===== src/rtl/pbs_pkg.sv =====
package pbs_pkg;

  localparam logic [7:0] CMD_SOFT_RESET = 8'h01;
  localparam logic [7:0] CMD_PIXEL_FMT  = 8'h3A;
  localparam logic [7:0] ARG_RGB24      = 8'h77;
  localparam logic [7:0] CMD_WAKE       = 8'h11;
  localparam logic [7:0] CMD_LIGHT_ON   = 8'h29;

  typedef enum logic [3:0] {
    ST_IDLE,
    ST_RST_HOLD,
    ST_RST_SETTLE,
    ST_TX_SWRST,
    ST_WAIT_SWRST,
    ST_TX_FMT,
    ST_TX_FMT_ARG,
    ST_TX_WAKE,
    ST_WAIT_WAKE,
    ST_TX_LIGHT,
    ST_ON
  } seq_state_e;

  typedef struct packed {
    logic [7:0] data;
    logic       first;
  } link_byte_t;

  function automatic link_byte_t byte_for(seq_state_e s);
    link_byte_t b;
    b = '{data: 8'h00, first: 1'b0};
    case (s)
      ST_TX_SWRST:   b = '{data: CMD_SOFT_RESET, first: 1'b1};
      ST_TX_FMT:     b = '{data: CMD_PIXEL_FMT,  first: 1'b1};
      ST_TX_FMT_ARG: b = '{data: ARG_RGB24,      first: 1'b0};
      ST_TX_WAKE:    b = '{data: CMD_WAKE,       first: 1'b1};
      ST_TX_LIGHT:   b = '{data: CMD_LIGHT_ON,   first: 1'b1};
      default:       b = '{data: 8'h00,          first: 1'b0};
    endcase
    return b;
  endfunction

endpackage


===== src/rtl/pbs_delay_timer.sv =====
module pbs_delay_timer #(
  parameter int WIDTH = 24
) (
  input  logic             clk,
  input  logic             rst,
  input  logic             load,
  input  logic [WIDTH-1:0] load_val,
  output logic             expired
);

  logic [WIDTH-1:0] count_q;
  logic             running_q;

  always_ff @(posedge clk) begin
    if (rst) begin
      count_q   <= '0;
      running_q <= 1'b0;
    end else if (load) begin
      count_q   <= load_val;
      running_q <= 1'b1;
    end else if (running_q) begin
      if (count_q == '0) begin
        running_q <= 1'b0;
      end else begin
        count_q <= count_q - 1'b1;
      end
    end
  end

  assign expired = running_q && (count_q == '0);

endmodule


===== src/rtl/pbs_byte_emitter.sv =====
module pbs_byte_emitter
  import pbs_pkg::*;
(
  input  logic       clk,
  input  logic       rst,
  input  logic       load,
  input  link_byte_t load_byte,
  input  logic       ready,
  output logic       valid,
  output logic [7:0] data,
  output logic       first,
  output logic       accepted
);

  logic       valid_q;
  link_byte_t byte_q;

  always_ff @(posedge clk) begin
    if (rst) begin
      valid_q <= 1'b0;
      byte_q  <= '{data: 8'h00, first: 1'b0};
    end else if (load) begin
      valid_q <= 1'b1;
      byte_q  <= load_byte;
    end else if (valid_q && ready) begin
      valid_q <= 1'b0;
    end
  end

  assign valid    = valid_q;
  assign data     = byte_q.data;
  assign first    = byte_q.first;
  assign accepted = valid_q && ready;

endmodule


===== src/rtl/pbs_step_ctrl.sv =====
module pbs_step_ctrl
  import pbs_pkg::*;
#(
  parameter int TW           = 24,
  parameter int HOLD_TICKS   = 10,
  parameter int SETTLE_TICKS = 120,
  parameter int SWRST_TICKS  = 5,
  parameter int WAKE_TICKS   = 120
) (
  input  logic          clk,
  input  logic          rst,
  input  logic          start,
  input  logic          tmr_expired,
  input  logic          byte_taken,
  output logic          tmr_load,
  output logic [TW-1:0] tmr_val,
  output logic          byte_load,
  output link_byte_t    byte_sel,
  output logic          panel_rst_n,
  output logic          done
);

  localparam logic [TW-1:0] HOLD_LOAD   = TW'(HOLD_TICKS - 1);
  localparam logic [TW-1:0] SETTLE_LOAD = TW'(SETTLE_TICKS - 1);
  localparam logic [TW-1:0] SWRST_LOAD  = TW'(SWRST_TICKS - 1);
  localparam logic [TW-1:0] WAKE_LOAD   = TW'(WAKE_TICKS - 1);

  seq_state_e st_q, st_d;
  logic       launch;

  assign launch = start && (st_q == ST_IDLE || st_q == ST_ON);

  always_comb begin
    st_d      = st_q;
    tmr_load  = 1'b0;
    tmr_val   = '0;
    byte_load = 1'b0;
    case (st_q)
      ST_IDLE, ST_ON: begin
        if (start) begin
          st_d     = ST_RST_HOLD;
          tmr_load = 1'b1;
          tmr_val  = HOLD_LOAD;
        end
      end
      ST_RST_HOLD: begin
        if (tmr_expired) begin
          st_d     = ST_RST_SETTLE;
          tmr_load = 1'b1;
          tmr_val  = SETTLE_LOAD;
        end
      end
      ST_RST_SETTLE: begin
        if (tmr_expired) begin
          st_d      = ST_TX_SWRST;
          byte_load = 1'b1;
        end
      end
      ST_TX_SWRST: begin
        if (byte_taken) begin
          st_d     = ST_WAIT_SWRST;
          tmr_load = 1'b1;
          tmr_val  = SWRST_LOAD;
        end
      end
      ST_WAIT_SWRST: begin
        if (tmr_expired) begin
          st_d      = ST_TX_FMT;
          byte_load = 1'b1;
        end
      end
      ST_TX_FMT: begin
        if (byte_taken) begin
          st_d      = ST_TX_FMT_ARG;
          byte_load = 1'b1;
        end
      end
      ST_TX_FMT_ARG: begin
        if (byte_taken) begin
          st_d      = ST_TX_WAKE;
          byte_load = 1'b1;
        end
      end
      ST_TX_WAKE: begin
        if (byte_taken) begin
          st_d     = ST_WAIT_WAKE;
          tmr_load = 1'b1;
          tmr_val  = WAKE_LOAD;
        end
      end
      ST_WAIT_WAKE: begin
        if (tmr_expired) begin
          st_d      = ST_TX_LIGHT;
          byte_load = 1'b1;
        end
      end
      ST_TX_LIGHT: begin
        if (byte_taken) begin
          st_d = ST_ON;
        end
      end
      default: st_d = ST_IDLE;
    endcase
  end

  assign byte_sel = byte_for(st_d);

  always_ff @(posedge clk) begin
    if (rst) begin
      st_q        <= ST_IDLE;
      panel_rst_n <= 1'b0;
      done        <= 1'b0;
    end else begin
      st_q <= st_d;
      if (launch) begin
        panel_rst_n <= 1'b0;
        done        <= 1'b0;
      end else begin
        if (st_q == ST_RST_HOLD && tmr_expired) begin
          panel_rst_n <= 1'b1;
        end
        if (st_q == ST_TX_LIGHT && byte_taken) begin
          done <= 1'b1;
        end
      end
    end
  end

endmodule


===== src/rtl/panel_boot_seq.sv =====
module panel_boot_seq
  import pbs_pkg::*;
#(
  parameter int CLK_HZ          = 100_000_000,
  parameter int RST_LOW_MS      = 10,
  parameter int RST_SETTLE_MS   = 120,
  parameter int SWRST_WAIT_MS   = 5,
  parameter int WAKE_WAIT_MS    = 120
) (
  input  logic       clk,
  input  logic       rst,
  input  logic       start,
  input  logic       tx_ready,
  output logic       panel_rst_n,
  output logic       tx_valid,
  output logic [7:0] tx_data,
  output logic       tx_first,
  output logic       done
);

  localparam int TICKS_PER_MS = CLK_HZ / 1000;
  localparam int HOLD_TICKS   = RST_LOW_MS * TICKS_PER_MS;
  localparam int SETTLE_TICKS = RST_SETTLE_MS * TICKS_PER_MS;
  localparam int SWRST_TICKS  = SWRST_WAIT_MS * TICKS_PER_MS;
  localparam int WAKE_TICKS   = WAKE_WAIT_MS * TICKS_PER_MS;
  localparam int MAX_A        = (HOLD_TICKS > SETTLE_TICKS) ? HOLD_TICKS : SETTLE_TICKS;
  localparam int MAX_B        = (SWRST_TICKS > WAKE_TICKS) ? SWRST_TICKS : WAKE_TICKS;
  localparam int MAX_TICKS    = (MAX_A > MAX_B) ? MAX_A : MAX_B;
  localparam int TW           = (MAX_TICKS < 2) ? 1 : $clog2(MAX_TICKS);

  logic          tmr_load;
  logic [TW-1:0] tmr_val;
  logic          tmr_expired;
  logic          byte_load;
  link_byte_t    byte_sel;
  logic          byte_taken;

  pbs_step_ctrl #(
    .TW          (TW),
    .HOLD_TICKS  (HOLD_TICKS),
    .SETTLE_TICKS(SETTLE_TICKS),
    .SWRST_TICKS (SWRST_TICKS),
    .WAKE_TICKS  (WAKE_TICKS)
  ) u_ctrl (
    .clk        (clk),
    .rst        (rst),
    .start      (start),
    .tmr_expired(tmr_expired),
    .byte_taken (byte_taken),
    .tmr_load   (tmr_load),
    .tmr_val    (tmr_val),
    .byte_load  (byte_load),
    .byte_sel   (byte_sel),
    .panel_rst_n(panel_rst_n),
    .done       (done)
  );

  pbs_delay_timer #(
    .WIDTH(TW)
  ) u_timer (
    .clk     (clk),
    .rst     (rst),
    .load    (tmr_load),
    .load_val(tmr_val),
    .expired (tmr_expired)
  );

  pbs_byte_emitter u_emit (
    .clk      (clk),
    .rst      (rst),
    .load     (byte_load),
    .load_byte(byte_sel),
    .ready    (tx_ready),
    .valid    (tx_valid),
    .data     (tx_data),
    .first    (tx_first),
    .accepted (byte_taken)
  );

endmodule


===== config.mk =====
export PLATFORM = sky130hd
export DESIGN_NAME = panel_boot_seq
export DESIGN_NICKNAME = d
export VERILOG_FILES = /design/src/rtl/pbs_pkg.sv /design/src/rtl/pbs_delay_timer.sv /design/src/rtl/pbs_byte_emitter.sv /design/src/rtl/pbs_step_ctrl.sv /design/src/rtl/panel_boot_seq.sv
export SDC_FILE = /design/constraint.sdc
export NUM_CORES = 1
export LEC_CHECK = 0
export BUFFER_PORTS_ARGS = -buffer_cell sky130_fd_sc_hd__buf_4
export CAP_MARGIN = 10
export CORE_MARGIN = 2
export CORE_UTILIZATION = 45
export CTS_CLUSTER_DIAMETER = 150
export DETAILED_ROUTE_END_ITERATION = 8
export PLACE_DENSITY_LB_ADDON = 0.05
export SLEW_MARGIN = 20
export SYNTH_ARGS = -nofsm -noshare
export SYNTH_HDL_FRONTEND = slang
export SYNTH_SLANG_ARGS = --single-unit

===== constraint.sdc =====
create_clock -name clk -period 4.89 [get_ports clk]
set_clock_uncertainty 0.1 [all_clocks]
set_input_delay 0.7335 -clock clk [delete_from_list [all_inputs] [get_ports clk]]
set_output_delay 0.7335 -clock clk [all_outputs]
set_load 0.02 [all_outputs]

==> flow_summary.yaml, run 1 <==
power:
  p_switching_mw: 0.237
  leakage_nw: 0.939
  pwr-share-comb_pct: 18.9
  peakVddDrop_v: 0.000208
  intPower_mw: 0.543
  power.density_nw_per_um2: 310
  p_sw_share_pct: 30.4
  power.share.clock_pct: 35.0
  power_frac_seq_pct: 46.0
worst_setup_path:
  cp.required_ns: 4.99
  r2r_slack_ns: 2.09
  cp-end-kind: "flop"
  cp_max_fo: 12
  startpoint_type: "flop"
  crit_type: "reg -> reg"
  arrival_ns: 2.90
cts:
  clock_path_buffers: 2
  insertion_delay_ns: 0.30
  cts_buffers: 5
  root_buffer: "clkbuf_8"
  tritoncts: "done"
  path_clk_slew_ns: 0.08
  cts.sinks: 39
  cts_resized: 0
  cts_hold_buf: 0
  cts_setup_buffers: 0
  cts_max_level: 2
yosys:
  synth.lib_cells_used.distinct: 59
  async_reset_ff_share_pct: 0
  ys_warn_count: 0
  postSynthAreaPerCell_um2: 8.04
  syn_nets: 289
  synth-seq-cells: 39
  synth_edf_count: 0
  syn_inst: 283
  synth.yosys.seq_area_share_pct: 34.3
  syn_area_um2: 2280
  ys.flop_type: "dfxtp_1"
floorplanning:
  num_rows: 25
  coreArea_um2: 4790
  pin_count: 16
  dieArea_um2: 5640
  start_util_pct: 47.6
  die_x_um: 75.1
  dieHeight_um: 75.1
routing:
  dr_total_vias: 2088
  firstDrtPassIters: 4
  via_per_inst: 5.87
  drc: 0
  wirelength_um: 5750
  ant_nets: 0
  drt-initial-drc-count: 122
  wl_per_cell_um: 16.2
hold_path:
  hold_class: "reg -> reg"
cells_and_area:
  final_cell_mix: "39 x dfxtp_1, 30 x nor2_1, 23 x nand2_1, 19 x a21oi_1, 15 x buf_4"
  mostFrequentLayoutCell: "dfxtp_1"
  final_layout_size_suffix_gt1_share_pct: 13.1
  finalNetCount: 294
  n_antenna_cell: 0
  finalNonFillerCells: 356
  areaGrowthSynthToFinish_pct: 10.3
  nFillCells: 473
sta:
  setup_violations: 0
  max_freq_mhz: 357
  rsz0062_at_grt: "false"
  slew_headroom_pct: 39.9
  min_period_over_period_pct: 57.3
  tns_ns: 0
  hold_viol: 0
  period_needed_ns: 2.80
  tightestPinTransition_ns: 0.899
  drv_slew: 0
global_routing:
  overflow: 0
  grt_pass1_vias: 1861
  antenna_found_initial: 0
  grt_pass1_wl_um: 9390
  grt_max_degree: 37
  grt_usage_pct: 22.3
outcome:
  status: "finished clean"
flow_run:
  cap_violations: 0
placement:
  placed_cells: 348
  dp_hpwl_um: 4030
  gp_congestion: 0.849
  portBuffers: 14
## worst max-delay path: stages (launching register included)
cell,delay [ns]
dfxtp_1,0.33
inv_1,0.10
ha_1,0.16
or3b_2,0.48
or4_4,0.54
nor3_4,0.24
nor2_1,0.25
a31o_1,0.29
a22o_1,0.22
## stage by stage
stage / worst slack, ns / power [mW] / utilization [%] / instance area (um2) / hold WS, ns
global placement: 2.16 / 0.510 / 50.1 / 2400 / 0.354
detailed placement: 2.09 / 0.511 / 50.1 / 2400 / 0.361
global route: 1.77 / 0.819 / 52.5 / 2510 / 0.419
floorplan: 2.42 / 0.478 / - / 2280 / 0.380
finish: 2.09 / 0.780 / 52.5 / 2510 / 0.382
CTS: 2.09 / 0.786 / 52.5 / 2510 / 0.381
## power by group through the flow
stage	combinational (mW)	clock (mW)	sequential, mW
floorplan	0.119	0	0.359
CTS	0.146	0.281	0.358
finish	0.148	0.273	0.359
global route	0.163	0.294	0.362
detailed placement	0.146	0	0.366
global placement	0.145	0	0.365
## per-layer routing
metal  share of wire [%]  global-route usage, %
met3                 5.6                   4.15
met4                 2.2                   9.72
met1                  51                   33.6
met5                   0                      0
met2                  42                   30.6
## final timing paths
check / depth (start not counted) / start / endpoint
setup / recovery: 8 / u_timer.count_q[0] / u_timer.count_q[8]
hold / removal: 1 / u_emit.first / u_emit.first
setup reg to reg: 8 / u_timer.count_q[0] / u_timer.count_q[8]
hold reg to reg: 1 / u_emit.first / u_emit.first
## area by class of cell
class / count / area, um2 / share of cell area [%]
multi-input cells: 223 / 1410 / 56.0
flip-flops and latches: 39 / 781 / 31.1
repair buffers: 15 / 113 / 4.48
well taps: 67 / 83.8 / 3.34
clock buffers: 5 / 68.8 / 2.74
clock inverters: 3 / 43.8 / 1.74
inverters: 4 / 15.0 / 0.598
## cell usage after synthesis, types with 5 or more instances
library cell,number,area (um2)
or3_1,9,56.3
xor2_1,13,114
nand2b_1,7,43.8
clkbuf_1,12,45.0
xnor2_1,7,61.3
nand2_1,23,86.3
o21ai_0,12,60.1
nor2_1,30,113
nor4_1,6,37.5
nor3_1,13,65.1
a21oi_1,19,95.1
dfxtp_1,39,781
o22ai_1,5,31.3
nand3_1,11,55.1
nand4_1,5,31.3
## logic make-up (layout without fill, tap and decap cells)
group	count (synthesis)	count (layout)	share of synthesized area (%)
AOI/OAI and AO/OA	66	66	18.6
xor gates and xnor gates	20	20	7.70
adders and majority gates	2	2	1.10
buffers and inverters	21	27	3.90
DFF	39	39	34.3
other	1	1	0.165
and+or+nand+nor	134	134	34.2
## flip-flops by register name, indices dropped and copies added, names as in the netlist
name                cells
u_ctrl.done             1
u_ctrl.panel_rst_n      1
u_ctrl.st_q             4
u_emit.data             6
u_emit.first            1
u_emit.valid            1
u_timer.count_q        24
u_timer.running_q       1
Note: power is estimated with default switching activity, not from simulation.
==> inputs of run 2 (changes only) <==
==> constraint.sdc (replaced) <==
create_clock -name clk -period 2.33 [get_ports clk]
set_clock_uncertainty 0.1 [all_clocks]
set_input_delay 0.3495 -clock clk [delete_from_list [all_inputs] [get_ports clk]]
set_output_delay 0.3495 -clock clk [all_outputs]
set_load 0.02 [all_outputs]
==> flow_summary.yaml, run 2 (same netlist as run 1, synthesis figures left out) <==
outcome:
  status: "complete, but fails checks"
  violations: "negative setup slack"
worst_setup_path:
  critPathSlowestCell: "or4_4"
  crit_type: "reg -> reg"
  cp-end-kind: "flop"
  timing.rr.start: "u_timer.count_q[0]"
  cp_max_fo: 4
  slowest_delay_ns: 0.58
  path_cells: "inv_2 -> ha_4 -> or3b_4 -> or4_4 -> o31a_1 -> nor2_2 -> nor2_2 -> a22o_1"
  timing.critical_path.buf_inv: 1
  arrival_ns: 2.50
  crit_start: "u_timer.count_q[0]"
  crit_family: "simple AND/OR/NAND/NOR gates"
  cp.required_ns: 2.42
  startpoint_type: "flop"
  cpMostUsedCell: "nor2_2"
sta:
  drv_slew: 0
  max_freq_mhz: 415
  period_needed_ns: 2.41
  tns_ns: -0.274
  setup_violations: 6
  worst_slack_ns: -0.0772
  rsz0062_at_grt: "true"
  hold_viol: 0
  whs_ns: 0.283
  min_period_over_period_pct: 103
placement:
  portBuffers: 14
  pre_cts_slack_ns: -0.153
  gp_congestion: 0.908
  dp_hpwl_um: 4500
floorplanning:
  die_x_um: 75.1
  num_rows: 25
  pin_count: 16
  dieHeight_um: 75.1
  dieArea_um2: 5640
  start_util_pct: 47.6
  coreArea_um2: 4790
cts:
  cts.sinks: 39
  path_clk_slew_ns: 0.08
  tritoncts: "done"
  cts_buffers: 5
  cts_max_level: 2
  root_buffer: "clkbuf_8"
  clock_path_buffers: 2
  insertion_delay_ns: 0.29
  cts_hold_buf: 0
routing:
  firstDrtPassIters: 4
  wirelength_um: 6260
  drt-initial-drc-count: 199
  dr_total_vias: 2277
  wl_per_cell_um: 15.8
  drc: 0
  ant_nets: 0
  via_per_inst: 5.74
power:
  power.density_nw_per_um2: 576
  power_mw: 1.65
  leakage_nw: 1.15
  peakVddDrop_v: 0.000519
global_routing:
  grt_pass1_wl_um: 10300
  grt_pass1_vias: 2121
  grt_usage_pct: 23.8
  antenna_found_initial: 0
  grt_max_degree: 37
  overflow: 0
cells_and_area:
  largest_reg_flops: 24
  areaGrowthSynthToFinish_pct: 26.1
  mostFrequentLayoutCell: "buf_4"
  top_register: "u_timer.count_q"
  n_antenna_cell: 0
  final_layout_size_suffix_gt1_share_pct: 28.2
  final_cell_mix: "57 x buf_4, 37 x dfxtp_1, 26 x nor2_1, 23 x nand2_1, 19 x a21oi_1"
  finalNetCount: 336
hold_path:
  min_from: "tx_ready"
  hold_class: "in -> reg"
flow_run:
  cap_violations: 0
-- run 2: cell types whose count changed in the layout (fill, tap and decap cells not counted), sizes merged --
cell	previous run	this run
buf	15	57
clkbuf	5	6
bufinv	1	0
clkinv	2	1
-- run 2: layout make-up --
type | count | area, um2
Multi-Input combinational cell | 223 | 1470
Tap cell | 67 | 83.8
Fill cell | 452 | 1920
Timing Repair Buffer | 57 | 428
Clock inverter | 1 | 5.00
Clock buffer | 6 | 82.6
Sequential cell | 39 | 783
Inverter | 4 | 15.0
-- run 2: through the flow --
step / instances / util, % / area (um2)
floorplan: 283 / - / 2280
global placement: 389 / 56.6 / 2710
detailed placement: 389 / 56.6 / 2710
CTS: 397 / 59.5 / 2850
global route: 397 / 60.0 / 2870
finish: 397 / 60.0 / 2870
-- run 2: final timing paths --
kind	slack, ns	cells after the start	endpoint
max	-0.08	8	u_timer.count_q[8]
min	0.28	4	u_emit.valid
max reg2reg	-0.08	8	u_timer.count_q[8]
min reg2reg	0.37	1	u_ctrl.panel_rst_n
-- run 2: per-layer routing --
layer | up-vias | global-route usage (%) | wire length, um
met5 | - | 0 | 0
met4 | 0 | 6.15 | 78
met3 | 11 | 5.76 | 440
met2 | 75 | 35.0 | 2690
met1 | 1060 | 34.8 | 3050
li1 | 1131 | - | -
-- run 2: timing repair --
action | CTS | global route
setup endpoints to repair | 11 | 18
resized for setup | 10 | 5
setup buffers | 1 | 0
pin swaps | 7 | 6
-- run 2: power by group --
part	switching [mW]	internal (mW)
clock network	0.234	0.232
logic	0.251	0.200
registers	0.0331	0.704
-- run 2: worst min-delay path, stage by stage --
cell and delay (ns):
buf_4 0.12, inv_1 0.04, a21oi_1 0.06, nor2_1 0.07
==> inputs of run 3 (changes only) <==
--- a/config.mk
+++ b/config.mk
@@ -7,8 +7,11 @@
 export LEC_CHECK = 0
 export BUFFER_PORTS_ARGS = -buffer_cell sky130_fd_sc_hd__buf_4
 export CAP_MARGIN = 10
+export CELL_PAD_IN_SITES_DETAIL_PLACEMENT = 0
+export CELL_PAD_IN_SITES_GLOBAL_PLACEMENT = 2
 export CORE_MARGIN = 2
-export CORE_UTILIZATION = 45
+export CORE_UTILIZATION = 34
+export CTS_BUF_LIST = sky130_fd_sc_hd__clkbuf_2
 export CTS_CLUSTER_DIAMETER = 150
 export DETAILED_ROUTE_END_ITERATION = 8
 export PLACE_DENSITY_LB_ADDON = 0.05
==> constraint.sdc (replaced) <==
create_clock -name clk -period 2.33 [get_ports clk]
set_clock_uncertainty 0.1 [all_clocks]
set_input_delay 0.466 -clock clk [delete_from_list [all_inputs] [get_ports clk]]
set_output_delay 0.466 -clock clk [all_outputs]
set_load 0.02 [all_outputs]
==> flow_summary.yaml, run 3 (same netlist as run 1, synthesis figures left out) <==
global_routing:
  antenna_found_initial: 0
  grt_pass1_wl_um: 11500
  grt_usage_pct: 20.0
  overflow: 0
  grt_pass1_vias: 2146
  grt_max_degree: 24
floorplanning:
  num_rows: 29
  dieArea_um2: 7360
  dieHeight_um: 85.8
  start_util_pct: 35.4
  pin_count: 16
  die_x_um: 85.8
  coreArea_um2: 6420
cells_and_area:
  mostFrequentLayoutCell: "buf_4"
  postLayoutCoreUtil_pct: 46.1
  top_register: "u_timer.count_q"
  finalNetCount: 342
  n_antenna_cell: 0
  final_cell_mix: "61 x buf_4, 38 x dfxtp_1, 28 x nor2_1, 23 x nand2_1, 17 x a21oi_1"
  largest_reg_flops: 24
  nFillCells: 652
  final_layout_size_suffix_gt1_share_pct: 30.3
  areaGrowthSynthToFinish_pct: 30.0
sta:
  tns_ns: -0.139
  hold_viol: 0
  setup_violations: 5
  period_needed_ns: 2.38
  worst_slack_ns: -0.0457
  max_freq_mhz: 421
  rsz0062_at_grt: "true"
  drv_slew: 0
  min_period_over_period_pct: 102
power:
  leakage_nw: 1.20
  power.density_nw_per_um2: 593
  power_mw: 1.75
  peakVddDrop_v: 0.000316
worst_setup_path:
  r2r_slack_ns: -0.05
  crit_type: "reg -> reg"
  ff2ff_path_depth: 8
  startpoint_type: "flop"
  timing.rr.start: "u_timer.count_q[0]"
  worstReg2RegEnd: "u_timer.count_q[8]"
  cp-end-kind: "flop"
  arrival_ns: 2.68
  cp.required_ns: 2.63
  cp_max_fo: 4
hold_path:
  whs_path_depth: 2
  holdPathEnd: "u_ctrl.st_q[0]"
  hold_class: "in -> reg"
  min_from: "rst"
routing:
  firstDrtPassIters: 6
  dr_total_vias: 2254
  drc: 0
  wirelength_um: 6990
  wl_per_cell_um: 16.9
  ant_nets: 0
  via_per_inst: 5.44
  drt-initial-drc-count: 143
cts:
  insertion_delay_ns: 0.43
  cts_hold_buf: 0
  path_clk_slew_ns: 0.23
  cts.sinks: 39
  cts_buffers: 5
  root_buffer: "clkbuf_2"
  cts_max_level: 2
  clock_path_buffers: 2
  tritoncts: "done"
placement:
  portBuffers: 14
  pre_cts_slack_ns: -0.164
  gp_congestion: 0.872
  dp_hpwl_um: 5160
outcome:
  violations: "negative setup slack"
  status: "complete, but fails checks"
flow_run:
  cap_violations: 0
[run 3: layout make-up]
cell class                 count  area, um2  share of cell area, %
clock buffer                   6       30.0                   1.02
clock inverter                 2       60.1                   2.03
inverter                       4       15.0                  0.508
multi-input combinational    223       1490                   50.5
sequential                    39        782                   26.4
tap                           77       96.3                   3.26
timing repair buffer          63        480                   16.2
[run 3: per-stage QoR]
step	hold slack, ns	cell area, um2	std cells
floorplan	0.380	2280	283
global placement	0.351	2760	404
detailed placement	0.354	2760	404
CTS	0.167	2870	412
global route	0.176	2960	414
finish	0.185	2960	414
[run 3: layer usage]
layer	vias up	wire (um)	GRT usage [%]	share of wire [%]
met5	-	0	0	0
li1	1137	-	-	-
met2	50	2870	27.2	41
met4	0	114	5.48	1.6
met3	9	291	3.37	4.2
met1	1058	3720	31.8	53
[run 3: worst max-delay path: stages, from the launching register on]
cell      delay, ns
dfxtp_2        0.37
inv_2          0.07
ha_4           0.12
or3b_4         0.38
or4_4          0.54
o31a_1         0.31
nand2b_4       0.18
o22ai_1        0.16
a22o_1         0.13
[run 3: worst max-delay path by stage]
stage	depth (start not counted)	slack, ns	from	endpoint
after global placement	8	-0.14	u_timer.count_q[0]	u_timer.count_q[8]
final	8	-0.05	u_timer.count_q[0]	u_timer.count_q[8]
after floorplan	8	-0.09	u_timer.count_q[0]	u_timer.count_q[13]
after global routing	8	-0.13	u_timer.count_q[0]	u_timer.count_q[15]
after detailed placement	8	-0.16	u_timer.count_q[0]	u_timer.count_q[13]
after CTS	8	-0.05	u_timer.count_q[0]	u_timer.count_q[13]
[run 3: repair_timing]
item | CTS | global route
buffers inserted | 0 | 2
resized for setup | 3 | 20
setup endpoints to repair | 16 | 23
pin swaps | 4 | 5
[run 3: where the power goes]
part	switching, mW	internal (mW)	leakage, nW
Clock	0.247	0.294	0.0532
Combinational	0.267	0.208	0.826
Sequential	0.0330	0.705	0.319
